$ cat src/rtl/ps2_port_pkg.sv
package ps2_port_pkg;

    localparam int unsigned ID_WORDS = 8;

    typedef enum logic [2:0] {
        SEL_NONE,
        SEL_CTRL,
        SEL_STAT,
        SEL_DATA,
        SEL_CDIV,
        SEL_ISTAT,
        SEL_ID
    } reg_sel_e;

    // Control bit positions used by the interrupt combiner
    localparam int unsigned CTRL_FORCE_BIT = 3;
    localparam int unsigned CTRL_RXEN_BIT  = 4;

    // Status bit positions
    localparam int unsigned STAT_PAR_BIT   = 2;
    localparam int unsigned STAT_FULL_BIT  = 4;
    localparam int unsigned STAT_EMPTY_BIT = 6;

    function automatic logic [7:0] id_byte(input logic [2:0] idx);
        logic [7:0] b;
        case (idx)
            3'd0:    b = 8'h50;
            3'd1:    b = 8'h10;
            3'd2:    b = 8'h04;
            3'd3:    b = 8'h00;
            3'd4:    b = 8'h0D;
            3'd5:    b = 8'hF0;
            3'd6:    b = 8'h05;
            default: b = 8'hB1;
        endcase
        return b;
    endfunction

endpackage

$ cat src/rtl/ps2_addr_dec.sv
module ps2_addr_dec
    import ps2_port_pkg::*;
#(
    parameter int ADDR_W = 12
) (
    input  logic [ADDR_W-1:0]           addr,
    output reg_sel_e                    sel,
    output logic [$clog2(ID_WORDS)-1:0] id_idx
);
    localparam int IDX_W   = $clog2(ID_WORDS);
    localparam int WIN_LSB = IDX_W + 2;
    localparam int REG_LSB = 5;

    always_comb begin
        sel    = SEL_NONE;
        id_idx = addr[WIN_LSB-1:2];
        if (addr[1:0] == 2'b00) begin
            if (&addr[ADDR_W-1:WIN_LSB]) begin
                sel = SEL_ID;
            end else if (addr[ADDR_W-1:REG_LSB] == '0) begin
                case (addr[REG_LSB-1:2])
                    3'd0:    sel = SEL_CTRL;
                    3'd1:    sel = SEL_STAT;
                    3'd2:    sel = SEL_DATA;
                    3'd3:    sel = SEL_CDIV;
                    3'd4:    sel = SEL_ISTAT;
                    default: sel = SEL_NONE;
                endcase
            end
        end
    end
endmodule

$ cat src/rtl/ps2_rx_hold.sv
module ps2_rx_hold (
    input  logic       clk,
    input  logic       rst_n,
    input  logic       rd_data_req,
    input  logic       dev_rx_valid,
    input  logic [7:0] dev_rx_byte,
    output logic       dev_rx_ack,
    output logic [7:0] fetch_byte,
    output logic [7:0] held_byte,
    output logic       held_parity
);
    typedef struct packed {
        logic [7:0] last;
    } rx_state_t;

    rx_state_t st_d, st_q;

    always_comb begin
        st_d       = st_q;
        dev_rx_ack = rd_data_req && dev_rx_valid;
        if (dev_rx_ack) begin
            st_d.last = dev_rx_byte;
        end
        fetch_byte  = st_d.last;
        held_byte   = st_q.last;
        held_parity = ^st_q.last;
    end

    always_ff @(posedge clk) begin
        if (!rst_n) begin
            st_q <= '0;
        end else begin
            st_q <= st_d;
        end
    end

    p_fetch_loads_r5: assert property (@(posedge clk) disable iff (!rst_n)
        dev_rx_ack |=> held_byte == $past(dev_rx_byte));

    p_hold_idle_r6: assert property (@(posedge clk) disable iff (!rst_n)
        !dev_rx_ack |=> $stable(held_byte));
endmodule

$ cat src/rtl/ps2_ctrl_irq.sv
module ps2_ctrl_irq
    import ps2_port_pkg::*;
#(
    parameter int DATA_W = 32
) (
    input  logic              clk,
    input  logic              rst_n,
    input  logic              wr_ctrl,
    input  logic              wr_cdiv,
    input  logic              wr_data,
    input  logic [DATA_W-1:0] wdata,
    input  logic              pending,
    output logic [DATA_W-1:0] ctrl,
    output logic [DATA_W-1:0] cdiv,
    output logic              tx_strobe,
    output logic [7:0]        tx_byte,
    output logic              irq
);
    typedef struct packed {
        logic [DATA_W-1:0] ctrl;
        logic [DATA_W-1:0] cdiv;
        logic              tx_stb;
        logic [7:0]        tx_byte;
    } ci_state_t;

    ci_state_t st_d, st_q;

    always_comb begin
        st_d        = st_q;
        st_d.tx_stb = 1'b0;
        if (wr_ctrl) st_d.ctrl = wdata;
        if (wr_cdiv) st_d.cdiv = wdata;
        if (wr_data) begin
            st_d.tx_stb  = 1'b1;
            st_d.tx_byte = wdata[7:0];
        end
    end

    always_ff @(posedge clk) begin
        if (!rst_n) begin
            st_q <= '0;
        end else begin
            st_q <= st_d;
        end
    end

    assign ctrl      = st_q.ctrl;
    assign cdiv      = st_q.cdiv;
    assign tx_strobe = st_q.tx_stb;
    assign tx_byte   = st_q.tx_byte;
    assign irq       = (pending && st_q.ctrl[CTRL_RXEN_BIT]) || st_q.ctrl[CTRL_FORCE_BIT];

    p_force_irq_r4: assert property (@(posedge clk) disable iff (!rst_n)
        (wr_ctrl && wdata[CTRL_FORCE_BIT]) |=> irq);

    p_tx_pulse_r8: assert property (@(posedge clk) disable iff (!rst_n)
        tx_strobe |-> $past(wr_data));

    p_cdiv_hold_r1: assert property (@(posedge clk) disable iff (!rst_n)
        !wr_cdiv |=> $stable(cdiv));
endmodule

$ cat src/rtl/ps2_port_regs.sv
module ps2_port_regs
    import ps2_port_pkg::*;
#(
    parameter int ADDR_W = 12,
    parameter int DATA_W = 32
) (
    input  logic              clk,
    input  logic              rst_n,
    input  logic              bus_sel,
    input  logic              bus_wr,
    input  logic [ADDR_W-1:0] bus_addr,
    input  logic [DATA_W-1:0] bus_wdata,
    output logic [DATA_W-1:0] bus_rdata,
    input  logic              dev_rx_valid,
    input  logic [7:0]        dev_rx_byte,
    output logic              dev_rx_ack,
    output logic              dev_tx_strobe,
    output logic [7:0]        dev_tx_byte,
    output logic              irq
);
    localparam int IDX_W = $clog2(ID_WORDS);

    typedef struct packed {
        logic [DATA_W-1:0] rdata;
    } top_state_t;

    top_state_t st_d, st_q;

    reg_sel_e          sel;
    logic [IDX_W-1:0]  id_idx;
    logic              rd, wr;
    logic [7:0]        fetch_byte, held_byte;
    logic              held_parity;
    logic [DATA_W-1:0] ctrl, cdiv;

    assign rd = bus_sel && !bus_wr;
    assign wr = bus_sel &&  bus_wr;

    ps2_addr_dec #(.ADDR_W(ADDR_W)) u_dec (
        .addr   (bus_addr),
        .sel    (sel),
        .id_idx (id_idx)
    );

    ps2_rx_hold u_rx (
        .clk          (clk),
        .rst_n        (rst_n),
        .rd_data_req  (rd && sel == SEL_DATA),
        .dev_rx_valid (dev_rx_valid),
        .dev_rx_byte  (dev_rx_byte),
        .dev_rx_ack   (dev_rx_ack),
        .fetch_byte   (fetch_byte),
        .held_byte    (held_byte),
        .held_parity  (held_parity)
    );

    ps2_ctrl_irq #(.DATA_W(DATA_W)) u_ci (
        .clk       (clk),
        .rst_n     (rst_n),
        .wr_ctrl   (wr && sel == SEL_CTRL),
        .wr_cdiv   (wr && sel == SEL_CDIV),
        .wr_data   (wr && sel == SEL_DATA),
        .wdata     (bus_wdata),
        .pending   (dev_rx_valid),
        .ctrl      (ctrl),
        .cdiv      (cdiv),
        .tx_strobe (dev_tx_strobe),
        .tx_byte   (dev_tx_byte),
        .irq       (irq)
    );

    always_comb begin
        st_d = st_q;
        if (rd) begin
            st_d.rdata = '0;
            case (sel)
                SEL_CTRL: st_d.rdata = ctrl;
                SEL_CDIV: st_d.rdata = cdiv;
                SEL_DATA: st_d.rdata[7:0] = fetch_byte;
                SEL_STAT: begin
                    st_d.rdata[STAT_EMPTY_BIT] = 1'b1;
                    st_d.rdata[STAT_FULL_BIT]  = dev_rx_valid;
                    st_d.rdata[STAT_PAR_BIT]   = held_parity;
                end
                SEL_ISTAT: begin
                    st_d.rdata[1] = 1'b1;
                    st_d.rdata[0] = dev_rx_valid;
                end
                SEL_ID:   st_d.rdata[7:0] = id_byte(id_idx);
                default:  st_d.rdata = '0;
            endcase
        end
    end

    always_ff @(posedge clk) begin
        if (!rst_n) begin
            st_q <= '0;
        end else begin
            st_q <= st_d;
        end
    end

    assign bus_rdata = st_q.rdata;

    p_unmapped_zero_r10: assert property (@(posedge clk) disable iff (!rst_n)
        (rd && sel == SEL_NONE) |=> bus_rdata == '0);

    p_stat_fixed_r3: assert property (@(posedge clk) disable iff (!rst_n)
        (rd && sel == SEL_STAT) |=> (bus_rdata[STAT_EMPTY_BIT] && !bus_rdata[5]
                                     && !bus_rdata[3] && !bus_rdata[1] && !bus_rdata[0]));

    p_istat_r7: assert property (@(posedge clk) disable iff (!rst_n)
        (rd && sel == SEL_ISTAT) |=> (bus_rdata[1] && bus_rdata[0] == $past(dev_rx_valid)));

    p_rdata_hold_r11: assert property (@(posedge clk) disable iff (!rst_n)
        !rd |=> $stable(bus_rdata));
endmodule

$ cat config.mk
export PLATFORM = sky130hd
export DESIGN_NAME = ps2_port_regs
export DESIGN_NICKNAME = d
export VERILOG_FILES = /design/src/rtl/ps2_port_pkg.sv /design/src/rtl/ps2_addr_dec.sv /design/src/rtl/ps2_rx_hold.sv /design/src/rtl/ps2_ctrl_irq.sv /design/src/rtl/ps2_port_regs.sv
export SDC_FILE = /design/constraint.sdc
export NUM_CORES = 1
export LEC_CHECK = 0
export BUFFER_PORTS_ARGS = -buffer_cell sky130_fd_sc_hd__clkbuf_2
export CELL_PAD_IN_SITES_DETAIL_PLACEMENT = 1
export CELL_PAD_IN_SITES_GLOBAL_PLACEMENT = 2
export CORE_AREA = 4 4 122 124
export DETAILED_ROUTE_END_ITERATION = 10
export DIE_AREA = 0 0 126 128
export PLACE_DENSITY = 0.87
export RECOVER_POWER = 50
export SLEW_MARGIN = 10
export SYNTH_ARGS = -nofsm -noshare
export SYNTH_HDL_FRONTEND = slang
export SYNTH_HIERARCHICAL = 1
export SYNTH_SLANG_ARGS = --single-unit
export TNS_END_PERCENT = 10
$ cat constraint.sdc
create_clock -name clk -period 6.2 [get_ports clk]
set_clock_uncertainty 0.15 [all_clocks]
set_input_delay 0 -clock clk [delete_from_list [all_inputs] [get_ports clk]]
set_output_delay 0 -clock clk [all_outputs]
set_load 0.02 [all_outputs]
==> results of run 1 <==
[synth_stat cells (2+ instances only)]
cell type / n
a21o_1: 2
mux2i_1: 73
nand2_1: 4
mux2_4: 8
buf_6: 4
a211oi_1: 3
and3b_1: 2
inv_1: 4
o21ai_1: 2
buf_2: 9
o21ai_0: 28
nor2b_1: 75
a221oi_2: 18
nand2b_1: 3
buf_8: 2
mux2_2: 4
nand3_1: 4
clkbuf_1: 14
a31oi_1: 4
buf_4: 6
xor2_1: 4
buf_12: 6
nor3_1: 2
nand3b_1: 2
nor2b_4: 2
and2_1: 8
dfxtp_1: 113
a21oi_1: 10
a221oi_1: 10
xnor2_1: 6
nor2_1: 29
[stage by stage]
| step | util (%) | worst slack, ns | instances | area, sq um |
|---|---|---|---|---|
| after detailed placement | 41.1 | 2.39 | 729 | 5650 |
| after global routing | 47.5 | 1.92 | 805 | 6550 |
| final | 47.5 | 2.16 | 805 | 6550 |
| after CTS | 48.9 | 2.42 | 805 | 6730 |
| after floorplan | - | 3.42 | 483 | 5180 |
| after global placement | 41.1 | 2.48 | 729 | 5650 |
[worst register-to-register path, cell delays in order, from the launching register on]
cell and delay [ns]:
dfxtp_1 0.36, xor2_1 0.19, xnor2_1 0.15, xnor2_1 0.14
mux2_2 0.16, nand3b_1 0.09, a311oi_2 0.25
[kinds of logic (layout without fill, tap and decap cells)]
group | Yosys count | in the layout
xor+xnor | 10 | 10
mux | 85 | 85
compound gates | 87 | 87
buf+inv | 45 | 187
simple gates | 143 | 143
flops | 113 | 113
[sequential cells by signal, indices dropped and copies added (netlist names)]
name and cells:
bus_rdata 32, u_ci/cdiv 32, u_ci/ctrl 32, u_ci/tx_byte 8, u_ci/tx_strobe 1, u_rx/held_byte 8
[final cells by class]
type	instances	area [sq um]
Fill cell	1568	7230
Multi-Input combinational cell	325	2460
Sequential cell	113	2260
Timing Repair Buffer	151	942
Clock buffer	19	453
Tap cell	180	225
Clock inverter	13	184
Inverter	4	15.0
[worst max path at each step]
stage / from / endpoint / depth (start not counted)
3_5_place_dp: bus_addr[6] / u_ci/ctrl[0]$_SDFFE_PN0P_ / 11
6_report: bus_addr[4] / u_ci/ctrl[24]$_SDFFE_PN0P_ / 11
4_1_cts: bus_addr[4] / u_ci/ctrl[11]$_SDFFE_PN0P_ / 11
3_3_place_gp: bus_addr[6] / u_ci/ctrl[20]$_SDFFE_PN0P_ / 11
5_1_grt: bus_addr[4] / u_ci/ctrl[13]$_SDFFE_PN0P_ / 11
2_1_floorplan: bus_addr[6] / bus_rdata[5]$_SDFFE_PN0P_ / 12
[placed cells by master (no fill, tap or decap), types with 3 or more instances in the layout]
master | netlist | routed
mux2i_1 | 73 | 73
dlygate4sd3_1 | 0 | 44
buf_4 | 6 | 8
mux2_2 | 4 | 4
o21ai_0 | 28 | 28
nor2_1 | 29 | 29
nand3_1 | 4 | 4
nor2b_1 | 75 | 73
bufinv_16 | 0 | 4
clkinvlp_4 | 0 | 3
nor2b_4 | 2 | 3
clkbuf_2 | 0 | 56
clkbuf_1 | 14 | 43
a221oi_1 | 10 | 27
a211oi_1 | 3 | 3
mux2_4 | 8 | 5
and2_1 | 8 | 8
inv_1 | 4 | 4
xnor2_1 | 6 | 6
a31oi_1 | 4 | 4
mux2_1 | 0 | 3
clkbuf_16 | 0 | 17
nand2_1 | 4 | 5
a21oi_1 | 10 | 10
clkinv_2 | 0 | 3
dfxtp_1 | 113 | 113
xor2_1 | 4 | 4
[power groups by stage]
stage | Sequential [mW] | Combinational [mW] | Clock (mW)
2_1_floorplan | 0.768 | 0.0426 | 0
3_3_place_gp | 0.757 | 0.100 | 0
3_5_place_dp | 0.757 | 0.103 | 0
4_1_cts | 0.742 | 0.125 | 1.07
5_1_grt | 0.743 | 0.129 | 1.10
6_report | 0.742 | 0.118 | 1.04
[repair_timing]
action / 4_1_cts / 5_1_grt
gates resized for setup: 0 / 0
hold buffers: 44 / 0
setup buffers: 0 / 0
endpoints found under the setup margin: 0 / 0
endpoints found under the hold margin: 84 / 0
[layer usage]
layer  global-route usage, %  vias up  wire length (microns)
met1                    21.8     1930                   6340
met3                    4.83       19                    650
met2                    29.8       87                   6720
met4                    6.56        0                    233
li1                        -     1962                      -
met5                       0        -                      0
==> flow_metrics.env, run 1 <==
export IMPL_synthAdderAreaFrac_pct=0
export IMPL_path_class="input pin to flop"
export IMPL_critPathBufInv=3
export IMPL_critPathLaunchType="input pin"
export IMPL_layout_nets=669
export IMPL_r2r_slack_ns=4.62
export IMPL_peakVddDrop_mv=0.194
export IMPL_hold_ws_ns=0.0103
export IMPL_max_slew_margin_rel_pct=33.6
export IMPL_synth_simple_area_share_pct=16.7
export IMPL_num_vias=3998
export IMPL_hold_path_class="input pin to flop"
export IMPL_io_pins=100
export IMPL_synth_compound_gate_area_share_pct=13.9
export IMPL_yosysUniqueCellTypes=53
export IMPL_setup_viol=0
export IMPL_crit_family="simple AND/OR/NAND/NOR gates"
export IMPL_grt_max_degree=113
export IMPL_synth_main_ff_cell="dfxtp_1"
export IMPL_die_x_microns=126
export IMPL_clkPwrFrac_pct=54.8
export IMPL_synthMuxAreaShare_pct=17.3
export IMPL_seq_power_share_pct=39.0
export IMPL_cts_sinks=113
export IMPL_netlist_instances=483
export IMPL_yosysTopAreaCell="dfxtp_1"
export IMPL_n_antenna_cell=0
export IMPL_synth_edff_count=0
export IMPL_netlist_area_sq_um=5180
export IMPL_synth_xor_area_share_pct=1.69
export IMPL_switching_power_uw=420
export IMPL_maxCapViolations=0
export IMPL_async_reset_ff_share_pct=0
export IMPL_port_buffers=99
export IMPL_gr_total_overflow=0
export IMPL_crit_chain="dlygate4sd3_1 -> clkbuf_1 -> and3b_1 -> o211ai_1 -> a21oi_1 -> nor2b_1 -> nor2b_4 -> nor2b_4 -> buf_4 -> mux2i_1 -> nor2b_1"
export IMPL_cp_arrival_ns=4.20
export IMPL_drive_above_1_share_pct=19.2
export IMPL_finalMaxSlewViolations=0
export IMPL_grt_pass1_vias=4375
export IMPL_grt_setup_unrepaired="false"
export IMPL_swShare_pct=22.1
export IMPL_comb_power_share_pct=6.2
export IMPL_cts_root_buf="clkbuf_16"
export IMPL_cpPeakStageDelay_ns=0.76
export IMPL_die_area_sq_um=16100
export IMPL_drc=0
export IMPL_worst_pin_slew_ns=0.996
export IMPL_coreArea_sq_um=13800
export IMPL_ys_ff_latch=113
export IMPL_antenna_found_initial=0
export IMPL_synth_top_area_share_pct=43.6
export IMPL_p_leak_nw=2.33
export IMPL_synthToLayoutAreaGrowth_pct=26.2
export IMPL_gp_congestion=0.767
export IMPL_max_freq_mhz=247
export IMPL_ant_nets=0
export IMPL_synth_area_leaders="dfxtp_1 44%, mux2i_1 14%, nor2b_1 9.0%, a221oi_2 5.2%, o21ai_0 2.7%"
export IMPL_cts_path_max_buffers=2
export IMPL_hp_start="dev_rx_valid"
export IMPL_ys_seq_area_share_pct=43.6
export IMPL_cpMaxStageDelayCell="nor2b_4"
export IMPL_tritoncts="done"
export IMPL_regToRegEndpoint="bus_rdata[2]$_SDFFE_PN0P_"
export IMPL_period_needed_ns=4.04
export IMPL_avgSynthCellArea_sq_um=10.7
export IMPL_period_share_pct=65.2
export IMPL_first_iter_violations=216
export IMPL_crit_path_end_kind="flop"
export IMPL_p_int_mw=1.48
export IMPL_clkTransAtPathRegs_ns=0.06
export IMPL_routed_wl_mm=13.9
export IMPL_first_pass_iters=4
export IMPL_r2r_start="u_rx/held_byte[7]$_SDFF_PN0_"
export IMPL_design_power_total_mw=1.90
export IMPL_fp_dieH_microns=128
export IMPL_hpwl_mm=9.03
export IMPL_finalHoldViolCount=0
export IMPL_hold_depth=4
export IMPL_ys_warn_count=6
export IMPL_htreeDepth=4
export IMPL_status="finished clean"
export IMPL_rows=43
export IMPL_synth_nets=540
export IMPL_powerDensity_nw_per_um2=291
export IMPL_finalSetupTns_ns=0
export IMPL_cts_buffers=17
export IMPL_worstPathRequired_ns=6.36
export IMPL_post_drt_via_cell_ratio=4.97
export IMPL_track_usage_pct=17.7
export IMPL_start_util_pct=37.6
export IMPL_synth_top_family_by_area="multiplexers"
export IMPL_clkLatencyLatePin_ns=0.42
export IMPL_min_to="bus_rdata[0]$_SDFFE_PN0P_"
export IMPL_grt_first_pass_wirelength_mm=22.7
export IMPL_routedWlPerCell_microns=17.3
export IMPL_ff2ff_path_depth=6
export IMPL_cp_max_fo=27
No activity file was read; power rests on OpenSTA's default activity.
==> run 2, diff against run 1 <==
--- a/config.mk
+++ b/config.mk
@@ -8,10 +8,10 @@
 export BUFFER_PORTS_ARGS = -buffer_cell sky130_fd_sc_hd__clkbuf_2
 export CELL_PAD_IN_SITES_DETAIL_PLACEMENT = 1
 export CELL_PAD_IN_SITES_GLOBAL_PLACEMENT = 2
-export CORE_AREA = 4 4 122 124
+export CORE_AREA = 4 4 133 135
 export DETAILED_ROUTE_END_ITERATION = 10
-export DIE_AREA = 0 0 126 128
-export PLACE_DENSITY = 0.87
+export DIE_AREA = 0 0 137 139
+export PLACE_DENSITY = 0.78
 export RECOVER_POWER = 50
 export SLEW_MARGIN = 10
 export SYNTH_ARGS = -nofsm -noshare
==> constraint.sdc (replaced) <==
create_clock -name clk -period 3.3 [get_ports clk]
set_clock_uncertainty 0.15 [all_clocks]
set_input_delay 0 -clock clk [delete_from_list [all_inputs] [get_ports clk]]
set_output_delay 0 -clock clk [all_outputs]
set_load 0.02 [all_outputs]
==> flow_metrics.env, run 2 (same netlist as run 1, synthesis figures left out) <==
export IMPL_status="finished clean"
export IMPL_path_class="input pin to flop"
export IMPL_ant_nets=0
export IMPL_cp_arrival_ns=3.03
export IMPL_p_int_mw=2.77
export IMPL_period_share_pct=87.4
export IMPL_switching_power_uw=768
export IMPL_layout_nets=675
export IMPL_max_slew_margin_rel_pct=24.4
export IMPL_powerDensity_nw_per_um2=528
export IMPL_die_area_sq_um=19000
export IMPL_start_util_pct=31.5
export IMPL_clkTransAtPathRegs_ns=0.05
export IMPL_first_pass_iters=4
export IMPL_clkPwrFrac_pct=54.1
export IMPL_setup_viol=0
export IMPL_gr_total_overflow=0
export IMPL_seq_power_share_pct=39.4
export IMPL_cts_path_max_buffers=2
export IMPL_finalMaxSlewViolations=0
export IMPL_cts_sinks=113
export IMPL_io_pins=100
export IMPL_grt_setup_unrepaired="false"
export IMPL_fp_dieH_microns=139
export IMPL_period_needed_ns=2.88
export IMPL_grt_first_pass_wirelength_mm=24.1
export IMPL_ctsHoldBuffers=45
export IMPL_routed_wl_mm=14.8
export IMPL_cts_root_buf="clkbuf_16"
export IMPL_crit_path_end_kind="flop"
export IMPL_port_buffers=99
export IMPL_ff2ff_path_depth=6
export IMPL_regToRegEndpoint="bus_rdata[2]$_SDFFE_PN0P_"
export IMPL_post_cts_buffers=0
export IMPL_peakVddDrop_mv=0.360
export IMPL_tritoncts="done"
export IMPL_worstPathRequired_ns=3.44
export IMPL_cts_resized_gates=0
export IMPL_rows=47
export IMPL_coreArea_sq_um=16500
export IMPL_drc=0
export IMPL_grt_max_degree=72
export IMPL_cts_buffers=17
export IMPL_p_leak_nw=2.39
export IMPL_fin_ws_ns=0.415
export IMPL_htreeDepth=4
export IMPL_n_antenna_cell=0
export IMPL_clkLatencyLatePin_ns=0.42
export IMPL_track_usage_pct=16.2
export IMPL_drive_above_1_share_pct=20.3
export IMPL_hold_path_class="input pin to flop"
export IMPL_final_common_cell="dfxtp_1"
export IMPL_maxCapViolations=0
export IMPL_gp_congestion=0.774
export IMPL_die_x_microns=137
export IMPL_worst_pin_slew_ns=1.13
export IMPL_first_iter_violations=179
export IMPL_critPathLaunchType="input pin"
export IMPL_max_freq_mhz=347
export IMPL_dpl_worst_slack_ns=0.589
export IMPL_hold_depth=4
export IMPL_finalHoldViolCount=0
export IMPL_swShare_pct=21.7
export IMPL_grt_pass1_vias=4559
export IMPL_design_power_total_mw=3.54
export IMPL_cp_max_fo=18
export IMPL_r2r_slack_ns=1.72
export IMPL_hpwl_mm=9.75
export IMPL_layout_common_cells="113 x dfxtp_1, 73 x nor2b_1, 73 x mux2i_1"
export IMPL_finalSetupTns_ns=0
export IMPL_routedWlPerCell_microns=17.4
export IMPL_post_drt_via_cell_ratio=4.79
export IMPL_synthToLayoutAreaGrowth_pct=29.2
export IMPL_r2r_start="u_rx/held_byte[7]$_SDFF_PN0_"
export IMPL_antenna_found_initial=0
export IMPL_comb_power_share_pct=6.5
export IMPL_hp_start="bus_addr[2]"
export IMPL_num_vias=4077
export IMPL_min_to="bus_rdata[3]$_SDFFE_PN0P_"
[run 2: cell types whose count changed in the layout (fill, tap and decap cells not counted), sizes merged]
cell	previous run	this run
buf	8	13
clkbuf	118	121
clkinv	5	4
clkinvlp	3	2
dlygate4sd3	44	45
inv	5	4
[run 2: cell type report]
type	count	area (sq um)
clock buffer	22	454
inverter	4	15.0
timing repair buffer	157	1010
clock inverter	10	159
fill	1848	9770
multi-input combinational	325	2520
sequential	113	2260
tap	220	275
[run 2: critical path, cell delays in order]
cell and delay (ns):
dlygate4sd3_1 0.52, clkbuf_1 0.34, nor3b_1 0.27, o211ai_1 0.13, a21oi_1 0.35, nor3b_1 0.40
nor2b_4 0.44, buf_12 0.24, mux2i_1 0.25, nor2b_1 0.07
[run 2: worst max-delay path by stage]
stage	from	to	slack [ns]	depth (start not counted)
after detailed placement	bus_addr[6]	bus_rdata[5]$_SDFFE_PN0P_	0.59	12
after global placement	bus_addr[6]	bus_rdata[7]$_SDFFE_PN0P_	0.64	12
final	bus_addr[4]	u_ci/cdiv[19]$_SDFFE_PN0P_	0.42	10
after CTS	bus_addr[4]	bus_rdata[5]$_SDFFE_PN0P_	0.64	13
after global routing	bus_addr[4]	u_ci/cdiv[0]$_SDFFE_PN0P_	0.26	10
after floorplan	bus_addr[6]	bus_rdata[5]$_SDFFE_PN0P_	0.52	12
[run 2: power groups by stage]
stage               logic, mW  clock network (mW)  registers, mW
finish                  0.229                1.91           1.39
global route            0.251                2.02           1.40
CTS                     0.239                1.96           1.39
detailed placement      0.196                   0           1.42
global placement        0.191                   0           1.42
floorplan              0.0800                   0           1.44
[run 2: stage by stage]
stage	std cells	util (%)	hold WS [ns]	area [sq um]
floorplan	483	-	-0.0283	5180
global placement	774	35.0	0.127	5770
detailed placement	774	35.0	0.142	5770
CTS	851	41.5	0.0363	6830
global route	851	40.7	0.0633	6700
finish	851	40.7	0.0550	6700
[run 2: per-layer routing]
layer | GRT usage (%) | vias up | part of all wire [%] | wire (microns)
met4 | 5.25 | 0 | 0.92 | 136
li1 | - | 1973 | - | -
met5 | 0 | - | 0 | 0
met2 | 27.5 | 88 | 49 | 7320
met3 | 4.46 | 12 | 4.4 | 650
met1 | 19.6 | 2004 | 45 | 6720
==> run 3, diff against run 2 <==
--- a/config.mk
+++ b/config.mk
@@ -8,10 +8,10 @@
 export BUFFER_PORTS_ARGS = -buffer_cell sky130_fd_sc_hd__clkbuf_2
 export CELL_PAD_IN_SITES_DETAIL_PLACEMENT = 1
 export CELL_PAD_IN_SITES_GLOBAL_PLACEMENT = 2
-export CORE_AREA = 4 4 133 135
+export CORE_AREA = 4 4 127 129
 export DETAILED_ROUTE_END_ITERATION = 10
-export DIE_AREA = 0 0 137 139
-export PLACE_DENSITY = 0.78
+export DIE_AREA = 0 0 131 133
+export PLACE_DENSITY = 0.81
 export RECOVER_POWER = 50
 export SLEW_MARGIN = 10
 export SYNTH_ARGS = -nofsm -noshare
==> constraint.sdc (replaced) <==
create_clock -name clk -period 2.7 [get_ports clk]
set_clock_uncertainty 0.15 [all_clocks]
set_input_delay 0 -clock clk [delete_from_list [all_inputs] [get_ports clk]]
set_output_delay 0 -clock clk [all_outputs]
set_load 0.02 [all_outputs]
==> flow_metrics.env, run 3 (same netlist as run 1, synthesis figures left out) <==
export IMPL_status="finished clean"
export IMPL_grt_first_pass_wirelength_mm=22.4
export IMPL_cts_buffers=17
export IMPL_die_x_microns=131
export IMPL_routedWlPerCell_microns=17.3
export IMPL_hpwl_mm=9.43
export IMPL_clkTransAtPathRegs_ns=0.05
export IMPL_gr_total_overflow=0
export IMPL_grt_pass1_vias=4388
export IMPL_cpMaxStageDelayCell="dlygate4sd3_1"
export IMPL_routed_wl_mm=14.3
export IMPL_period_needed_ns=2.56
export IMPL_crit_path_end_kind="flop"
export IMPL_path_class="input pin to flop"
export IMPL_max_slew_margin_rel_pct=31.8
export IMPL_antenna_found_initial=0
export IMPL_grt_max_degree=60
export IMPL_cp_arrival_ns=2.70
export IMPL_period_share_pct=94.7
export IMPL_final_common_cell="dfxtp_1"
export IMPL_max_freq_mhz=391
export IMPL_final_util_pct=44.8
export IMPL_multiInputGateArea_sq_um=2620
export IMPL_first_pass_iters=4
export IMPL_post_drt_via_cell_ratio=4.96
export IMPL_critPathBufInv=2
export IMPL_crit_family="buffers and inverters"
export IMPL_drc=0
export IMPL_port_buffers=99
export IMPL_cp_max_fo=10
export IMPL_peakVddDrop_mv=0.428
export IMPL_post_cts_buffers=0
export IMPL_cts_sinks=113
export IMPL_fin_cells=823
export IMPL_start_util_pct=34.5
export IMPL_finalMaxSlewViolations=0
export IMPL_cpPeakStageDelay_ns=0.52
export IMPL_layout_nets=679
export IMPL_grt_setup_unrepaired="false"
export IMPL_placed_cells=746
export IMPL_crit_chain="dlygate4sd3_1 -> buf_2 -> and3b_1 -> o211ai_1 -> a21oi_2 -> nor2b_4 -> nand2_1 -> nor2_2 -> nand2_4 -> mux2_4 -> mux2_2 -> a221oi_1 -> o21ai_1"
export IMPL_hold_ws_ns=0.0634
export IMPL_maxCapViolations=0
export IMPL_fp_dieH_microns=133
export IMPL_rows=45
export IMPL_clkLatencyLatePin_ns=0.41
export IMPL_die_area_sq_um=17400
export IMPL_io_pins=100
export IMPL_ant_nets=0
export IMPL_worst_pin_slew_ns=1.02
export IMPL_critPathLaunchType="input pin"
export IMPL_setup_viol=0
export IMPL_coreArea_sq_um=15000
export IMPL_layout_common_cells="113 x dfxtp_1, 73 x mux2i_1, 72 x nor2b_1"
export IMPL_finalHoldViolCount=0
export IMPL_cts_root_buf="clkbuf_16"
export IMPL_n_antenna_cell=0
export IMPL_seqCellArea_sq_um=2260
export IMPL_worstPathRequired_ns=2.85
export IMPL_design_power_total_mw=4.11
export IMPL_cts_path_max_buffers=2
export IMPL_gp_congestion=0.781
export IMPL_p_leak_nw=2.44
export IMPL_track_usage_pct=16.6
export IMPL_tritoncts="done"
export IMPL_synthToLayoutAreaGrowth_pct=29.9
export IMPL_first_iter_violations=197
export IMPL_drive_above_1_share_pct=23.6
export IMPL_htreeDepth=4
export IMPL_num_vias=4081
export IMPL_n_fill_cell=1654
export IMPL_hold_path_class="input pin to flop"
export IMPL_powerDensity_nw_per_um2=611
[run 3: changes by cell type in the layout (fill, tap and decap cells not counted), moves of 2 or more]
cell	delta
mux2_1	-5
clkbuf_1	-3
mux2_4	+5
buf_4	+2
a221oi_1	-6
clkinv_2	+3
clkbuf_8	+3
bufinv_16	-3
a221oi_2	+6
[run 3: where the power goes]
group | switching (mW) | total (mW) | internal (mW)
Combinational | 0.151 | 0.281 | 0.130
Sequential | 0.0119 | 1.70 | 1.69
Clock | 0.776 | 2.13 | 1.35
Total | 0.939 | 4.11 | 3.17
[run 3: final cells by class]
class / count / area share, %
multi-input cells: 325 / 38.9
flip-flops and latches: 113 / 33.6
clock inverters: 10 / 1.24
clock buffers: 22 / 7.19
inverters: 4 / 0.223
repair buffers: 161 / 15.4
well taps: 188 / 3.49
[run 3: stage by stage]
step / cell area, sq um / TNS [ns] / setup slack [ns]
final: 6740 / 0 / 0.143
after CTS: 6800 / 0 / 0.0914
after global routing: 6740 / 0 / 0.0156
after global placement: 5780 / 0 / 0.0909
after floorplan: 5200 / 0 / 0.0583
after detailed placement: 5780 / -0.0473 / -0.0239
[run 3: path summary, 6_finish.rpt]
| check | start | end | slack, ns | cells past startpoint |
|---|---|---|---|---|
| setup / recovery | bus_addr[4] | bus_rdata[7]$_SDFFE_PN0P_ | 0.14 | 13 |
| hold / removal | bus_addr[2] | bus_rdata[3]$_SDFFE_PN0P_ | 0.06 | 4 |
| hold reg to reg | bus_rdata[7]$_SDFFE_PN0P_ | bus_rdata[7]$_SDFFE_PN0P_ | 0.34 | 2 |
| setup reg to reg | u_rx/held_byte[7]$_SDFF_PN0_ | bus_rdata[2]$_SDFFE_PN0P_ | 1.07 | 6 |
[run 3: timing repair]
| item | 4_1_cts | 5_1_grt |
|---|---|---|
| endpoints found under the setup margin | 0 | 4 |
| hold endpoints to repair | 90 | 0 |
| gates resized for setup | 0 | 4 |
| hold buffers | 45 | 0 |
[run 3: routing by layer]
layer	GRT usage, %	part of all wire [%]	vias up
met5	0	0	-
met4	4.17	1.0	0
met3	5.45	3.8	13
met2	27.8	49	86
met1	20.3	46	1991
li1	-	-	1991
[run 3: tightest hold or removal path: stages]
cell      delay [ns]
clkbuf_2        0.18
nor2_1          0.14
a31oi_1         0.12
a21oi_1         0.15
